File: src/rtl/adc_chain_pkg.sv
// Package: shared types for the daisy-chain readback host.
// Assumes nothing beyond a standard SystemVerilog flow.
package adc_chain_pkg;

    // Controller phases of one conversion/readback frame.
    typedef enum logic [1:0] {
        ST_IDLE = 2'd0,   // waiting for start
        ST_CONV = 2'd1,   // strobe high, waiting for busy flag
        ST_READ = 2'd2,   // clocking out the chain
        ST_GAP  = 2'd3    // strobe low guard interval
    } host_state_e;

endpackage

File: src/rtl/achost_sck_gen.sv
// Serial clock generator: while run is high, toggles sck every HALF_DIV
// clocks starting from high; while run is low, holds sck high.
// Strobes mark the clock in which sck is about to fall or rise.
// Assumes HALF_DIV >= 1.
module achost_sck_gen #(
    parameter int HALF_DIV = 2
) (
    input  logic clk,
    input  logic rst_n,
    input  logic run,
    output logic sck,
    output logic fall_stb,
    output logic rise_stb
);
    localparam int CW = $clog2(HALF_DIV + 1);
    localparam logic [CW-1:0] LAST = CW'(HALF_DIV - 1);

    logic [CW-1:0] cnt;

    // Phase counter and clock toggle; idle high.
    always_ff @(posedge clk) begin
        if (!rst_n || !run) begin
            cnt <= '0;
            sck <= 1'b1;
        end else if (cnt == LAST) begin
            cnt <= '0;
            sck <= ~sck;
        end else begin
            cnt <= cnt + 1'b1;
        end
    end

    // Edge strobes for the controller and the capture register.
    always_comb begin
        fall_stb = run && sck && (cnt == LAST);
        rise_stb = run && !sck && (cnt == LAST);
    end

endmodule

File: src/rtl/achost_capture.sv
// Capture register: shifts one serial bit in per enable, LSB side first in,
// so the earliest bit ends at the top. The register is one bit shorter than
// a frame, so the leading flag bit falls off the top. On latch, the words
// are copied out with word 0 (earliest after the flag) at the bottom.
// Assumes N_DEV * BITS >= 2.
module achost_capture #(
    parameter int N_DEV = 3,
    parameter int BITS  = 14
) (
    input  logic                    clk,
    input  logic                    rst_n,
    input  logic                    clear,
    input  logic                    shift_en,
    input  logic                    bit_in,
    input  logic                    latch,
    output logic [N_DEV*BITS-1:0]   words
);
    localparam int DATA_W = N_DEV * BITS;

    logic [DATA_W-1:0] shreg;
    logic [DATA_W-1:0] mapped;

    // Serial shift, earliest bit travels to the MSB end.
    always_ff @(posedge clk) begin
        if (!rst_n || clear) begin
            shreg <= '0;
        end else if (shift_en) begin
            shreg <= {shreg[DATA_W-2:0], bit_in};
        end
    end

    // Reorder: word k sits (N_DEV-1-k) words up from the bottom of shreg.
    for (genvar k = 0; k < N_DEV; k++) begin : g_map
        assign mapped[k*BITS +: BITS] = shreg[(N_DEV-1-k)*BITS +: BITS];
    end

    // Output word register, updated only at frame completion.
    always_ff @(posedge clk) begin
        if (!rst_n) begin
            words <= '0;
        end else if (latch) begin
            words <= mapped;
        end
    end

endmodule

File: src/rtl/achost_ctrl.sv
// Frame controller: accepts a start, raises the strobe, waits for the busy
// flag edge on the serial input (with timeout), counts the readback falling
// edges, then lowers the strobe and holds off new starts for GAP_CYC cycles.
// Assumes the serial input is low while the chain is converting.
module achost_ctrl
    import adc_chain_pkg::*;
#(
    parameter int N_DEV       = 3,
    parameter int BITS        = 14,
    parameter int TIMEOUT_CYC = 200,
    parameter int GAP_CYC     = 5
) (
    input  logic clk,
    input  logic rst_n,
    input  logic start,
    input  logic sdo,
    input  logic fall_stb,
    input  logic rise_stb,
    output logic sck_run,
    output logic cnv,
    output logic ready,
    output logic done,
    output logic err,
    output logic shift_en,
    output logic clear,
    output logic latch
);
    localparam int TOTAL = N_DEV * BITS + 1;
    localparam int FW    = $clog2(TOTAL + 1);
    localparam int TW    = $clog2(TIMEOUT_CYC + 1);
    localparam int GW    = $clog2(GAP_CYC + 1);
    localparam logic [FW-1:0] FALLS_END = FW'(TOTAL);
    localparam logic [TW-1:0] TO_LAST   = TW'(TIMEOUT_CYC - 1);
    localparam logic [GW-1:0] GAP_LAST  = GW'(GAP_CYC - 1);

    host_state_e   state;
    logic          sdo_q;
    logic [FW-1:0] fcnt;
    logic [TW-1:0] tcnt;
    logic [GW-1:0] gcnt;
    logic          flag_rise;
    logic          read_end;

    // Decode of flag edge, end of readback and capture controls.
    always_comb begin
        flag_rise = sdo && !sdo_q;
        read_end  = (state == ST_READ) && rise_stb && (fcnt == FALLS_END);
        shift_en  = (state == ST_READ) && fall_stb;
        clear     = (state == ST_IDLE) && start;
        latch     = read_end;
        ready     = (state == ST_IDLE);
    end

    // Delay of the serial input for edge detection.
    always_ff @(posedge clk) begin
        if (!rst_n) sdo_q <= 1'b0;
        else        sdo_q <= sdo;
    end

    // Frame sequencing, counters and registered outputs.
    always_ff @(posedge clk) begin
        if (!rst_n) begin
            state   <= ST_IDLE;
            cnv     <= 1'b0;
            sck_run <= 1'b0;
            done    <= 1'b0;
            err     <= 1'b0;
            fcnt    <= '0;
            tcnt    <= '0;
            gcnt    <= '0;
        end else begin
            done <= 1'b0;
            err  <= 1'b0;
            unique case (state)
                ST_IDLE: begin
                    if (start) begin
                        state <= ST_CONV;
                        cnv   <= 1'b1;
                        tcnt  <= '0;
                    end
                end
                ST_CONV: begin
                    if (flag_rise) begin
                        state   <= ST_READ;
                        sck_run <= 1'b1;
                        fcnt    <= '0;
                    end else if (tcnt == TO_LAST) begin
                        state <= ST_GAP;
                        cnv   <= 1'b0;
                        err   <= 1'b1;
                        gcnt  <= '0;
                    end else begin
                        tcnt <= tcnt + 1'b1;
                    end
                end
                ST_READ: begin
                    if (fall_stb) begin
                        fcnt <= fcnt + 1'b1;
                    end
                    if (read_end) begin
                        state   <= ST_GAP;
                        sck_run <= 1'b0;
                        cnv     <= 1'b0;
                        done    <= 1'b1;
                        gcnt    <= '0;
                    end
                end
                ST_GAP: begin
                    if (gcnt == GAP_LAST) begin
                        state <= ST_IDLE;
                    end else begin
                        gcnt <= gcnt + 1'b1;
                    end
                end
                default: state <= ST_IDLE;
            endcase
        end
    end

endmodule

File: src/rtl/adc_chain_host.sv
// Top: host controller for a chain of N_DEV serial converters in busy-flag
// chain mode. Ties the clock generator, frame controller and capture
// register together. Assumes sdo_i changes only after sck_o falls.
module adc_chain_host #(
    parameter int N_DEV       = 3,
    parameter int BITS        = 14,
    parameter int HALF_DIV    = 2,
    parameter int TIMEOUT_CYC = 200,
    parameter int GAP_CYC     = 5
) (
    input  logic                  clk,
    input  logic                  rst_n,
    input  logic                  start_i,
    input  logic                  sdo_i,
    output logic                  cnv_o,
    output logic                  sck_o,
    output logic                  ready_o,
    output logic                  done_o,
    output logic                  err_o,
    output logic [N_DEV*BITS-1:0] words_o
);
    logic sck_run;
    logic fall_stb;
    logic rise_stb;
    logic shift_en;
    logic clear;
    logic latch;

    achost_sck_gen #(.HALF_DIV(HALF_DIV)) u_sck (
        .clk      (clk),
        .rst_n    (rst_n),
        .run      (sck_run),
        .sck      (sck_o),
        .fall_stb (fall_stb),
        .rise_stb (rise_stb)
    );

    achost_ctrl #(
        .N_DEV       (N_DEV),
        .BITS        (BITS),
        .TIMEOUT_CYC (TIMEOUT_CYC),
        .GAP_CYC     (GAP_CYC)
    ) u_ctrl (
        .clk      (clk),
        .rst_n    (rst_n),
        .start    (start_i),
        .sdo      (sdo_i),
        .fall_stb (fall_stb),
        .rise_stb (rise_stb),
        .sck_run  (sck_run),
        .cnv      (cnv_o),
        .ready    (ready_o),
        .done     (done_o),
        .err      (err_o),
        .shift_en (shift_en),
        .clear    (clear),
        .latch    (latch)
    );

    achost_capture #(.N_DEV(N_DEV), .BITS(BITS)) u_cap (
        .clk      (clk),
        .rst_n    (rst_n),
        .clear    (clear),
        .shift_en (shift_en),
        .bit_in   (sdo_i),
        .latch    (latch),
        .words    (words_o)
    );

endmodule

File: config.mk
export PLATFORM = sky130hd
export DESIGN_NAME = adc_chain_host
export DESIGN_NICKNAME = d
export VERILOG_FILES = /design/src/rtl/adc_chain_pkg.sv /design/src/rtl/achost_sck_gen.sv /design/src/rtl/achost_capture.sv /design/src/rtl/achost_ctrl.sv /design/src/rtl/adc_chain_host.sv
export SDC_FILE = /design/constraint.sdc
export NUM_CORES = 1
export LEC_CHECK = 0
export BUFFER_PORTS_ARGS = -buffer_cell sky130_fd_sc_hd__buf_2
export CAP_MARGIN = 15
export CELL_PAD_IN_SITES_DETAIL_PLACEMENT = 1
export CELL_PAD_IN_SITES_GLOBAL_PLACEMENT = 1
export CORE_MARGIN = 2
export CORE_UTILIZATION = 48
export CTS_CLUSTER_DIAMETER = 80
export CTS_CLUSTER_SIZE = 24
export DETAILED_ROUTE_END_ITERATION = 8
export GPL_ROUTABILITY_DRIVEN = 0
export PLACE_DENSITY_LB_ADDON = 0.25
export SLEW_MARGIN = 15
export SYNTH_ARGS = -nofsm -noshare
export SYNTH_HDL_FRONTEND = slang
export SYNTH_HIERARCHICAL = 1
export SYNTH_SLANG_ARGS = --single-unit
File: constraint.sdc
create_clock -name clk -period 5.1 [get_ports clk]
set_clock_uncertainty 0.05 [all_clocks]
set_input_delay 1.02 -clock clk [delete_from_list [all_inputs] [get_ports clk]]
set_output_delay 1.02 -clock clk [all_outputs]
set_load 0.005 [all_outputs]
Yosys cells after proc, flatten, opt, wreduce, memory -nomap -nowiden. Index checks and enable logic that the tools add are counted.

Register bits after elaboration: 111. Bits of input ports: 4. Output and inout bits: 47. Word-level logic and storage cells: 93.

Add/sub/neg operators: 4. Equal/unequal tests: 17. Muxes and demuxes: 27. Bitwise gates (word level): 3. Reductions and logical operators: 29.

Operators with widths (count): 2-to-1 mux 8 bit (3); case mux 8 bit (2 select lines) (1); 2-to-1 mux 3 bit (4); 2-to-1 mux 6 bit (2); case mux 6 bit (2 select lines) (1); 2-to-1 mux 2 bit (5); != test 2 bit (second input constant) (5); AND reduction 5 bit (2); logical AND 1 bit (9); case mux 3 bit (3 select lines) (1); adder 8 x 1 -> 8 bit (second input constant) (1); equality test 8 bit (second input constant) (1); != test 2 x 1 -> 1 bit (second input constant) (4); case mux 2 bit (4 select lines) (1); AND reduction 4 bit (2); 2-to-1 mux 1 bit (7); adder 6 x 1 -> 6 bit (second input constant) (1); equality test 6 bit (second input constant) (1); AND reduction 3 bit (2); nonzero test 3 bit (2); equality test 2 x 1 -> 1 bit (second input constant) (2); equality test 2 bit (second input constant) (2); zero test 1 bit (4); nonzero test 2 bit (2); other kinds (12) (15).

Depth between registers and ports, before layout. Gate-level depths: netlist of the first run.

Word-level depth: 7. Gate-level depth with buffers: 10. Depth with buffers taken out: 9.

Hierarchy. The synthesis of the first run kept the hierarchy.

By module, submodules not included: achost_capture (times used 1, cells each 272, area an instance 3166.8 µm², seq. area each 1681.6 µm²); achost_ctrl (times used 1, cells each 156, area an instance 1315.0 µm², seq. area each 480.5 µm²); achost_sck_gen (times used 1, cells each 14, area an instance 131.4 µm², seq. area each 60.1 µm²).

Least setup slack after synthesis of the first run. OpenSTA, ideal clock, no wires.

Kind: input-to-reg. Start point: input sdo_i. End point: register u_ctrl.gcnt[0]. Setup time: 0.117 ns. Arrival time: 2.121 ns. Data required time: 4.933 ns. Setup slack: 2.812 ns. Stages: 5. Path buffers: 0. Cells stage by stage: nor2b_1 > a221o_1 > a211oi_4 > nand2_1 > a32o_1.

Cells in the longest elaborated chain, start to end: 3.

Ends and longest elaborated chain: from (decl) (RTL line adc_chain_host.sv:14) `input logic sdo_i,`; logical AND 1 bit (RTL line achost_ctrl.sv:46) `flag_rise = sdo && !sdo_q;`; != test 2 bit (no line); AND reduction 5 bit (no line); to (signal assigned) (RTL line achost_ctrl.sv:112) `gcnt <= gcnt + 1'b1;`; to (decl) (RTL line achost_ctrl.sv:40) `logic [GW-1:0] gcnt;`.

Every way passes these cells. A chain may end at the register's enable or synchronous reset.

Worst setup path after layout of the first run.
Start point: register u_ctrl.state[0]. End point: output ready_o.

Cells in the longest elaborated chain, start to end: 1.

Ends and longest elaborated chain: from (decl) (RTL line achost_ctrl.sv:36) `host_state_e state;`; from (signal assigned) (RTL line achost_ctrl.sv:63) `state <= ST_IDLE;`; from (signal assigned) (RTL line achost_ctrl.sv:77) `state <= ST_CONV;`; from (signal assigned) (RTL line achost_ctrl.sv:84) `state <= ST_READ;`; zero test 2 bit (RTL line achost_ctrl.sv:51) `ready = (state == ST_IDLE);`; to (decl) (RTL line adc_chain_host.sv:17) `output logic ready_o,`.

Every way passes these cells.

==> results of run 1 <==
[cell families after synthesis]
group / count (synthesis) / share of synthesized area [%]
DFF: 111 / 48.17
xor gates and xnor gates: 4 / 0.7593
AOI/OAI and AO/OA: 32 / 5.425
adders and majority gates: 10 / 2.712
and+or+nand+nor: 164 / 17.82
buffers and inverters: 33 / 6.021
muxes: 88 / 19.09
[cells in the final DEF, fill, tap and decap left out, types with 8 or more instances in the layout]
cell type  netlist  layout
o21ai_0          9       9
mux2i_1         88      88
dfxtp_1        111     111
nor2_1          53      53
ha_1            10      10
nand2_1         23      23
nor3_1           9       8
clkbuf_8         0      10
nand3_1          9       9
buf_2            2      50
inv_1            9       9
nor2b_1         44      44
[flip-flops by register name (all words and copies together) (netlist names), 2 cells and up]
signal	cells
u_sck/cnt	2
u_cap/words	42
u_ctrl/state	2
u_ctrl/gcnt	3
u_ctrl/tcnt	8
u_cap/shreg	42
u_ctrl/fcnt	6
[metal layers]
layer | up-vias | routed length [um]
li1 | 1592 | -
met1 | 1536 | 4159
met2 | 39 | 4198
met3 | 11 | 219
met4 | 0 | 118
met5 | - | 0
[final cells by class]
cell class,instances,share of cell area [%]
clock inverter,5,0.8509
sequential,111,44.44
clock buffer,11,2.828
tap,129,3.228
inverter,10,0.7508
multi-input combinational,298,42.44
timing repair buffer,53,5.455
[path summary, 6_finish.rpt]
kind         cells past startpoint                          from                           to  slack [ns]
max                              3  u_ctrl/state[0]$_SDFFE_PN0P_                      ready_o        2.67
min                              1   u_ctrl/sck_run$_SDFFE_PN0P_       u_sck/sck$_SDFFE_PP1N_        0.41
max reg2reg                      7  u_ctrl/state[1]$_SDFFE_PN0P_  u_ctrl/tcnt[4]$_SDFFE_PN0P_        2.75
min reg2reg                      1   u_ctrl/sck_run$_SDFFE_PN0P_       u_sck/sck$_SDFFE_PP1N_        0.41
[where the power goes]
part	internal, mW	leakage (nW)	switching [mW]
registers	0.883	0.895	0.0179
logic	0.113	0.721	0.199
clock network	0.196	0.0837	0.292
total	1.19	1.70	0.509
[metrics by stage]
stage               hold slack, ns  cell area, um2  util, %
finish                      0.4127            5000    53.85
CTS                         0.4182            5000    53.85
detailed placement          0.3810            4816    51.87
global placement            0.3800            4816    51.87
global route                0.4520            5000    53.85
floorplan                   0.3524            4613        -
==> out/metrics.yaml, run 1 <==
max_slew_margin_pct: 45.16
nFillCells: 1082
crit_chain: "inv_1 -> ha_1 -> buf_2"
setup_viol: 0
vias: 3178
fin_crit_sh_pct: 47.72
worstSkewPairLatency_ns: 0.36
port_buffers: 50
status: "completed"
ys_warn_count: 6
yosys.area.top_type_share_pct: 48.17
critPathTopFamily: "flip-flops"
critical_path.max_fanout: 7
setup_slack_ns: 2.666
p_leak_nw: 1.700
core_um2: 9284
antennaDiodeCount: 0
grt_pass1_wl_um: 14580
critPathKind: "reg2out"
yosysMostFrequentCell: "dfxtp_1"
yosysTopAreaCell: "dfxtp_1"
synth_common_cells: "dfxtp_1 (111), mux2i_1 (88), nor2_1 (53)"
ys_types: 42
hold_violations: 0
p_per_area_nw_per_um2: 340.2
cts.sinks: 111
finalPower_mw: 1.701
met1_usage_pct: 22.70
wire_per_inst_um: 14.09
rsz0062_at_grt: "no"
final_layout_size_suffix_gt1_share_pct: 15.57
grt_use_total_pct: 17.57
final.min_clock_period_ns: 2.434
synth_edf_count: 0
grt_max_degree: 69
place_ws_ns: 2.409
synth-seq-cells: 111
place_inst: 601
cp-start-kind: "register"
design.die.area_um2: 10410
end_kind: "output pin"
max_stage_delay_ns: 0.42
crit_slowest_cell: "dfxtp_1"
met2_usage_pct: 30.01
grt_busiest_layer: "met2"
die_width_um: 102.0
hpwl_um: 5838
drcViolationCount: 0
min_path_type: "reg2reg"
grt_overflow: 0
areaGrowthSynthToFinish_pct: 8.381
synth_area_leaders: "dfxtp_1 (48%), mux2i_1 (19%), nor2b_1 (6.0%)"
post-cts-setup-buffers: 0
fin_nets: 497
io_pins: 51
cts_tree: "done"
synth_cells: 442
numCtsBuffers: 9
cts_max_level: 3
worstPathArrival_ns: 1.36
postSynthAreaPerCell_um2: 10.44
drtAntennaViolNets: 0
grt_use_met3_pct: 2.668
placementRows: 35
ir_drop_v: 0.0002366
first_pass_iters: 4
drv_cap: 0
worstPathRequired_ns: 4.03
clockBufferDepth: 2
ctsHoldBuffers: 0
yosysSeqAreaShare_pct: 48.17
syn_area_um2: 4613
drt-vias-per-instance: 5.151
finalWirelength_um: 8695
multi_input_area_um2: 2122
syn_nets: 456
regArea_um2: 2222
drv_slew: 0
layout.cells.non_filler: 617
fin_setup_tns_ns: 0
start_util_pct: 49.69
cts_resized: 0
grt_antenna_before_repair: 0
fmax_mhz: 410.9
synthArstFlopShare_pct: 0
worstMarginPinSlew_ns: 0.8227
cts-root-buf: "clkbuf_8"
cp.buffers_inverters: 2
die_h_um: 102.0
synth_ff_type: "dfxtp_1"
clk_pin_slew_ns: 0.10
grt_pass1_vias: 3059
drt_iter0_markers: 110
Power figures use the tool's default switching activity.
==> run 2, diff against run 1 <==
- CORE_UTILIZATION: 48 -> 46
- clock period: 5.1 -> 2.5 ns (I/O delays scaled with it)
==> run 2 against run 1 <==
  * Sequential share of layout area is 0.44 points lower
  * Power is 100% higher
  * Cell count is 0.97% higher
  * Critical endpoint is now u_ctrl/gcnt[1]$_SDFFE_PN0P_
  * Largest power group unchanged
  * Highest routed layer unchanged
==> out/metrics.yaml, run 2 (synthesis results as in run 1) <==
status: "completed"
io_pins: 51  # unchanged
worstMarginPinSlew_ns: 0.6137  # -0.2089 ns
grt_pass1_wl_um: 15640  # +7.2%
p_per_area_nw_per_um2: 689.5  # +100%
post-cts-setup-buffers: 0  # unchanged
finalWirelength_um: 9314  # +7.1%
cts_tree: "done"
wl_met1_um: 4497  # +8.1%
rrSetupSlack_ns: 0.20  # -2.55 ns
layout_common_cells: "dfxtp_1 (111), mux2i_1 (88), nor2_1 (53)"
numCtsBuffers: 9  # unchanged
core_um2: 9774  # +5.3%
setup_viol: 0  # unchanged
design.die.area_um2: 10850  # +4.2%
cts_max_level: 3  # unchanged
drv_slew: 0  # unchanged
top_regs: "u_cap/shreg x42, u_cap/words x42, u_ctrl/tcnt x8"
hold_violations: 0  # unchanged
fin_crit_sh_pct: 91.85
end_kind: "register"
ir_drop_v: 0.0004197  # +77%
ctsHoldBuffers: 0  # unchanged
port_buffers: 50  # unchanged
cp-start-kind: "register"
die_width_um: 104.1  # +2.1%
fin_setup_tns_ns: 0  # unchanged
critical_path.max_fanout: 5  # -2
highest_layer: "met4"
cts.sinks: 111  # unchanged
max_slew_margin_pct: 59.08  # +14 points
drtAntennaViolNets: 0  # unchanged
worstSkewPairLatency_ns: 0.36  # about the same
routed-wl-met2_um: 4487  # +6.9%
fin_nets: 500  # +0.60%
drcViolationCount: 0  # unchanged
final_layout_size_suffix_gt1_share_pct: 16.12  # +0.55 points
hpwl_um: 6228  # +6.7%
p_leak_nw: 1.722  # +1.3%
clk_pin_slew_ns: 0.10  # about the same
place_ws_ns: 0.2014  # -2.207 ns
first_pass_iters: 4  # unchanged
grt_use_total_pct: 17.46  # -0.11 points
grt_overflow: 0  # unchanged
layout_commonest_cell: "dfxtp_1"
die_h_um: 104.1  # +2.1%
wire_per_inst_um: 14.95  # +6.1%
antennaDiodeCount: 0  # unchanged
placementRows: 36  # +2.9%
worstPathArrival_ns: 2.50  # +1.14 ns
grt_pass1_vias: 3195  # +4.4%
drt_iter0_markers: 115  # +4.5%
setup_slack_ns: 0.2039  # -2.462 ns
vias: 3187  # +0.28%
clockBufferDepth: 2  # unchanged
wl_met3_um: 227  # +3.7%
grt_max_degree: 69  # unchanged
areaGrowthSynthToFinish_pct: 9.466
cts_resized: 0  # unchanged
start_util_pct: 47.20  # -2.5 points
grt_antenna_before_repair: 0  # unchanged
drt-vias-per-instance: 5.116  # -0.68%
fmax_mhz: 435.5
rsz0062_at_grt: "no"
final.min_clock_period_ns: 2.296
finalCoreUtilization_pct: 51.66  # -2.2 points
cts-root-buf: "clkbuf_8"
critPathKind: "reg2reg"
drv_cap: 0  # unchanged
worstPathRequired_ns: 2.71  # -1.32 ns
min_path_type: "in2reg"
run 2: cell types whose count changed in the layout (fill, tap and decap cells not counted):
cell,delta
buf_12,+2
buf_4,+1
clkbuf_1,-1
clkinv_4,+1
clkinvlp_4,-1
run 2: metal layers:
metal  global-route usage [%]  vias up
met3                    2.569       10
li1                         -     1593
met5                        0        -
met4                    5.695        0
met2                    29.46       42
met1                    22.99     1542
run 2: worst max-delay path, cell delays in order (launching register included):
cell and delay, ns:
dfxtp_1 0.38, ha_1 0.23, nand2_1 0.07, nor2_1 0.09
nand4bb_1 0.19, a221o_1 0.46, a211oi_4 0.32, nand2_1 0.11
a32o_1 0.27
run 2: where the power goes:
group | leakage (nW) | internal (mW) | total, mW | switching, mW
Clock | 0.0865 | 0.395 | 0.994 | 0.599
Combinational | 0.741 | 0.244 | 0.649 | 0.406
Sequential | 0.895 | 1.80 | 1.84 | 0.0364
run 2: cell type report:
cell class                 count  area [um2]
sequential                   111        2222
clock buffer                  10       137.6
fill                        1131        4725
tap                          133       166.4
inverter                      10       37.54
multi-input combinational    298        2122
clock inverter                 5       43.79
timing repair buffer          56       320.3
run 2: per-stage QoR:
stage                     instances  total power [mW]  cell area (um2)  hold slack, ns
after global placement          608             2.503             4868          0.3849
final                           623             3.482             5050          0.3548
after floorplan                 442             2.386             4613          0.3524
after CTS                       623             3.529             5050          0.3474
after detailed placement        608             2.531             4868          0.3872
after global routing            623             3.681             5050          0.3624
run 2: worst paths after layout:
kind,start,to,cells after the start
worst max-delay path,u_sck/cnt[0]$_SDFF_PP0_,u_ctrl/gcnt[1]$_SDFFE_PN0P_,8
worst min register to register,u_ctrl/sck_run$_SDFFE_PN0P_,u_sck/sck$_SDFFE_PP1N_,1
worst min-delay path,sdo_i,u_ctrl/sdo_q$_SDFF_PN0_,2
worst max register to register,u_sck/cnt[0]$_SDFF_PP0_,u_ctrl/gcnt[1]$_SDFFE_PN0P_,8
==> run 3, diff against run 2 <==
- CELL_PAD_IN_SITES_DETAIL_PLACEMENT: 1 -> default
- CELL_PAD_IN_SITES_GLOBAL_PLACEMENT: 1 -> default
- CORE_UTILIZATION: 46 -> 50
==> run 3 against run 2 <==
  * Sequential share of layout area rose by 0.14 points
  * Critical endpoint unchanged
  * Design area fell by 0.32%
  * Routed wire length fell by 15%
  * Combinational power fell by 3%
  * Highest routed layer unchanged
  * Clock-buffer cell count fell by 1
  * Core utilization rose by 3.6 points
  * Clock power rose by 9%
  * Worst setup slack got worse by 0.0049 ns
  * Maximum frequency fell by 0.21%
  * Flip-flop and latch count did not move
  * Worst hold slack got worse by 0.021 ns
==> out/metrics.yaml, run 3 (synthesis results as in run 1) <==
min_path_type: "in2reg"
drt-vias-per-instance: 5.120  # about the same
pwr-share-comb_pct: 17.8  # -0.9 points
nFillCells: 848  # -25%
grt_pass1_wl_um: 13350  # -15%
cts_tree: "done"
antennaDiodeCount: 0  # unchanged
fin_nets: 500  # unchanged
layout_commonest_cell: "dfxtp_1"
worstPathRequired_ns: 2.71  # about the same
cts.sinks: 111  # unchanged
regArea_um2: 2222  # unchanged
worstMarginPinSlew_ns: 0.6145  # +0.0008106 ns
hold_path_end: "u_ctrl/sdo_q$_SDFF_PN0_"
port_buffers: 50  # unchanged
hold_violations: 0  # unchanged
end_kind: "register"
crit_slowest_cell: "a221o_1"
core_um2: 9109  # -6.8%
p_leak_nw: 1.739  # +0.97%
fmax_mhz: 434.6  # -0.21%
fin_crit_sh_pct: 92.04  # +0.20 points
layout.cells.non_filler: 602  # -3.4%
fin_setup_tns_ns: 0  # unchanged
hp-start: "sdo_i"
status: "completed"
power_frac_clock_pct: 30.5  # +2.0 points
grt_overflow: 0  # unchanged
start_util_pct: 50.65  # +3.4 points
critPathMostFrequentCell: "nand2_1"
max_stage_delay_ns: 0.48  # +0.02 ns
grt_max_degree: 69  # unchanged
layout_common_cells: "dfxtp_1 (111), mux2i_1 (88), nor2_1 (53)"
multi_input_area_um2: 2122  # unchanged
drv_cap: 0  # unchanged
ctsHoldBuffers: 0  # unchanged
vias: 3082  # -3.3%
critPathKind: "reg2reg"
intPower_mw: 2.520  # +3.2%
design.die.area_um2: 10010  # -7.7%
numCtsBuffers: 9  # unchanged
power_frac_seq_pct: 51.8  # -1.0 points
ff2ff_path_depth: 8  # unchanged
place_inst: 586  # -3.6%
worstPathArrival_ns: 2.51  # about the same
io_pins: 51  # unchanged
final_layout_size_suffix_gt1_share_pct: 16.29  # +0.17 points
top_regs: "u_cap/shreg x42, u_cap/words x42, u_ctrl/tcnt x8"
swShare_pct: 29.05  # -0.84 points
cts-root-buf: "clkbuf_8"
rsz0062_at_grt: "no"
r2r-start: "u_sck/cnt[0]$_SDFF_PP0_"
placementRows: 35  # -2.8%
drtAntennaViolNets: 0  # unchanged
cts_resized: 0  # unchanged
grt_antenna_before_repair: 0  # unchanged
p_per_area_nw_per_um2: 705.6  # +2.3%
placed_area_um2: 4828  # -0.82%
clockBufferDepth: 2  # unchanged
cts_max_level: 3  # unchanged
cp-start-kind: "register"
final.min_clock_period_ns: 2.301  # +0.004930 ns
ir_drop_v: 0.0006564  # +56%
worstSkewPairLatency_ns: 0.36  # about the same
die_h_um: 100.1  # -3.9%
rrSetupSlack_ns: 0.20  # about the same
drv_slew: 0  # unchanged
setup_viol: 0  # unchanged
p_sw_mw: 1.032  # -0.86%
wire_per_inst_um: 13.19  # -12%
post-cts-setup-buffers: 0  # unchanged
finalWirelength_um: 7943  # -15%
first_pass_iters: 4  # unchanged
drcViolationCount: 0  # unchanged
fin_area_um2: 5034  # -0.32%
drt_iter0_markers: 100  # -13%
crit_chain: "ha_1 -> nand2_1 -> nor2_1 -> nand4bb_1 -> a221o_1 -> a211oi_4 -> nand2_1 -> a32o_1"
reg2reg_to: "u_ctrl/gcnt[1]$_SDFFE_PN0P_"
clk_pin_slew_ns: 0.10  # about the same
areaGrowthSynthToFinish_pct: 9.113
die_width_um: 100.1  # -3.9%
grt_pass1_vias: 2889  # -9.6%
hpwl_um: 5323  # -15%
max_slew_margin_pct: 59.03  # about the same
critical_path.max_fanout: 5  # unchanged
hold-path-cell-count: 2  # unchanged
grt_use_total_pct: 16.35  # -1.1 points
run 3: metrics by stage:
stage	hold WS (ns)	power [mW]	util [%]	worst slack, ns
global route	0.3398	3.735	55.26	0.04178
global placement	0.3828	2.488	53.01	0.3526
detailed placement	0.3918	2.504	53.01	0.2226
floorplan	0.3524	2.386	-	0.4766
CTS	0.3148	3.595	55.26	0.2004
finish	0.3339	3.552	55.26	0.1989
run 3: cell type report:
class | instances | area share (%)
inverter | 10 | 0.7457
clock buffer | 9 | 2.461
timing repair buffer | 56 | 6.115
multi-input combinational | 298 | 42.16
clock inverter | 7 | 1.616
tap | 111 | 2.759
sequential | 111 | 44.15
run 3: worst max-delay path by stage:
stage                       startpoint                     endpoint  depth (start not counted)
2_1_floorplan  u_sck/cnt[0]$_SDFF_PP0_  u_ctrl/gcnt[0]$_SDFFE_PN0P_                          8
3_3_place_gp   u_sck/cnt[0]$_SDFF_PP0_  u_ctrl/gcnt[1]$_SDFFE_PN0P_                          8
3_5_place_dp   u_sck/cnt[0]$_SDFF_PP0_  u_ctrl/gcnt[1]$_SDFFE_PN0P_                          8
4_1_cts        u_sck/cnt[0]$_SDFF_PP0_  u_ctrl/gcnt[1]$_SDFFE_PN0P_                          8
5_1_grt        u_sck/cnt[1]$_SDFF_PP0_  u_ctrl/gcnt[1]$_SDFFE_PN0P_                          9
6_report       u_sck/cnt[0]$_SDFF_PP0_  u_ctrl/gcnt[1]$_SDFFE_PN0P_                          8
run 3: per-layer routing:
layer	wire length, um	vias up	GRT usage, %
li1	-	1598	-
met1	3828	1443	21.56
met2	3777	36	27.49
met3	267	5	3.482
met4	69	0	4.110
met5	0	-	0
run 3: worst max-delay path: cells and delay by family (launching register included):
family                   cells  cell delay [ns]
AND/OR/NAND/NOR              4             0.49
flip-flops                   1             0.38
adder cells (fa/ha/maj)      1             0.22
AO/OA/AOI/OAI                3             1.07
run 3: power groups by stage:
stage,Sequential [mW],Clock (mW),Combinational [mW]
floorplan,1.87,0,0.515
global placement,1.87,0,0.613
detailed placement,1.88,0,0.625
CTS,1.84,1.13,0.629
global route,1.85,1.19,0.696
finish,1.84,1.08,0.631
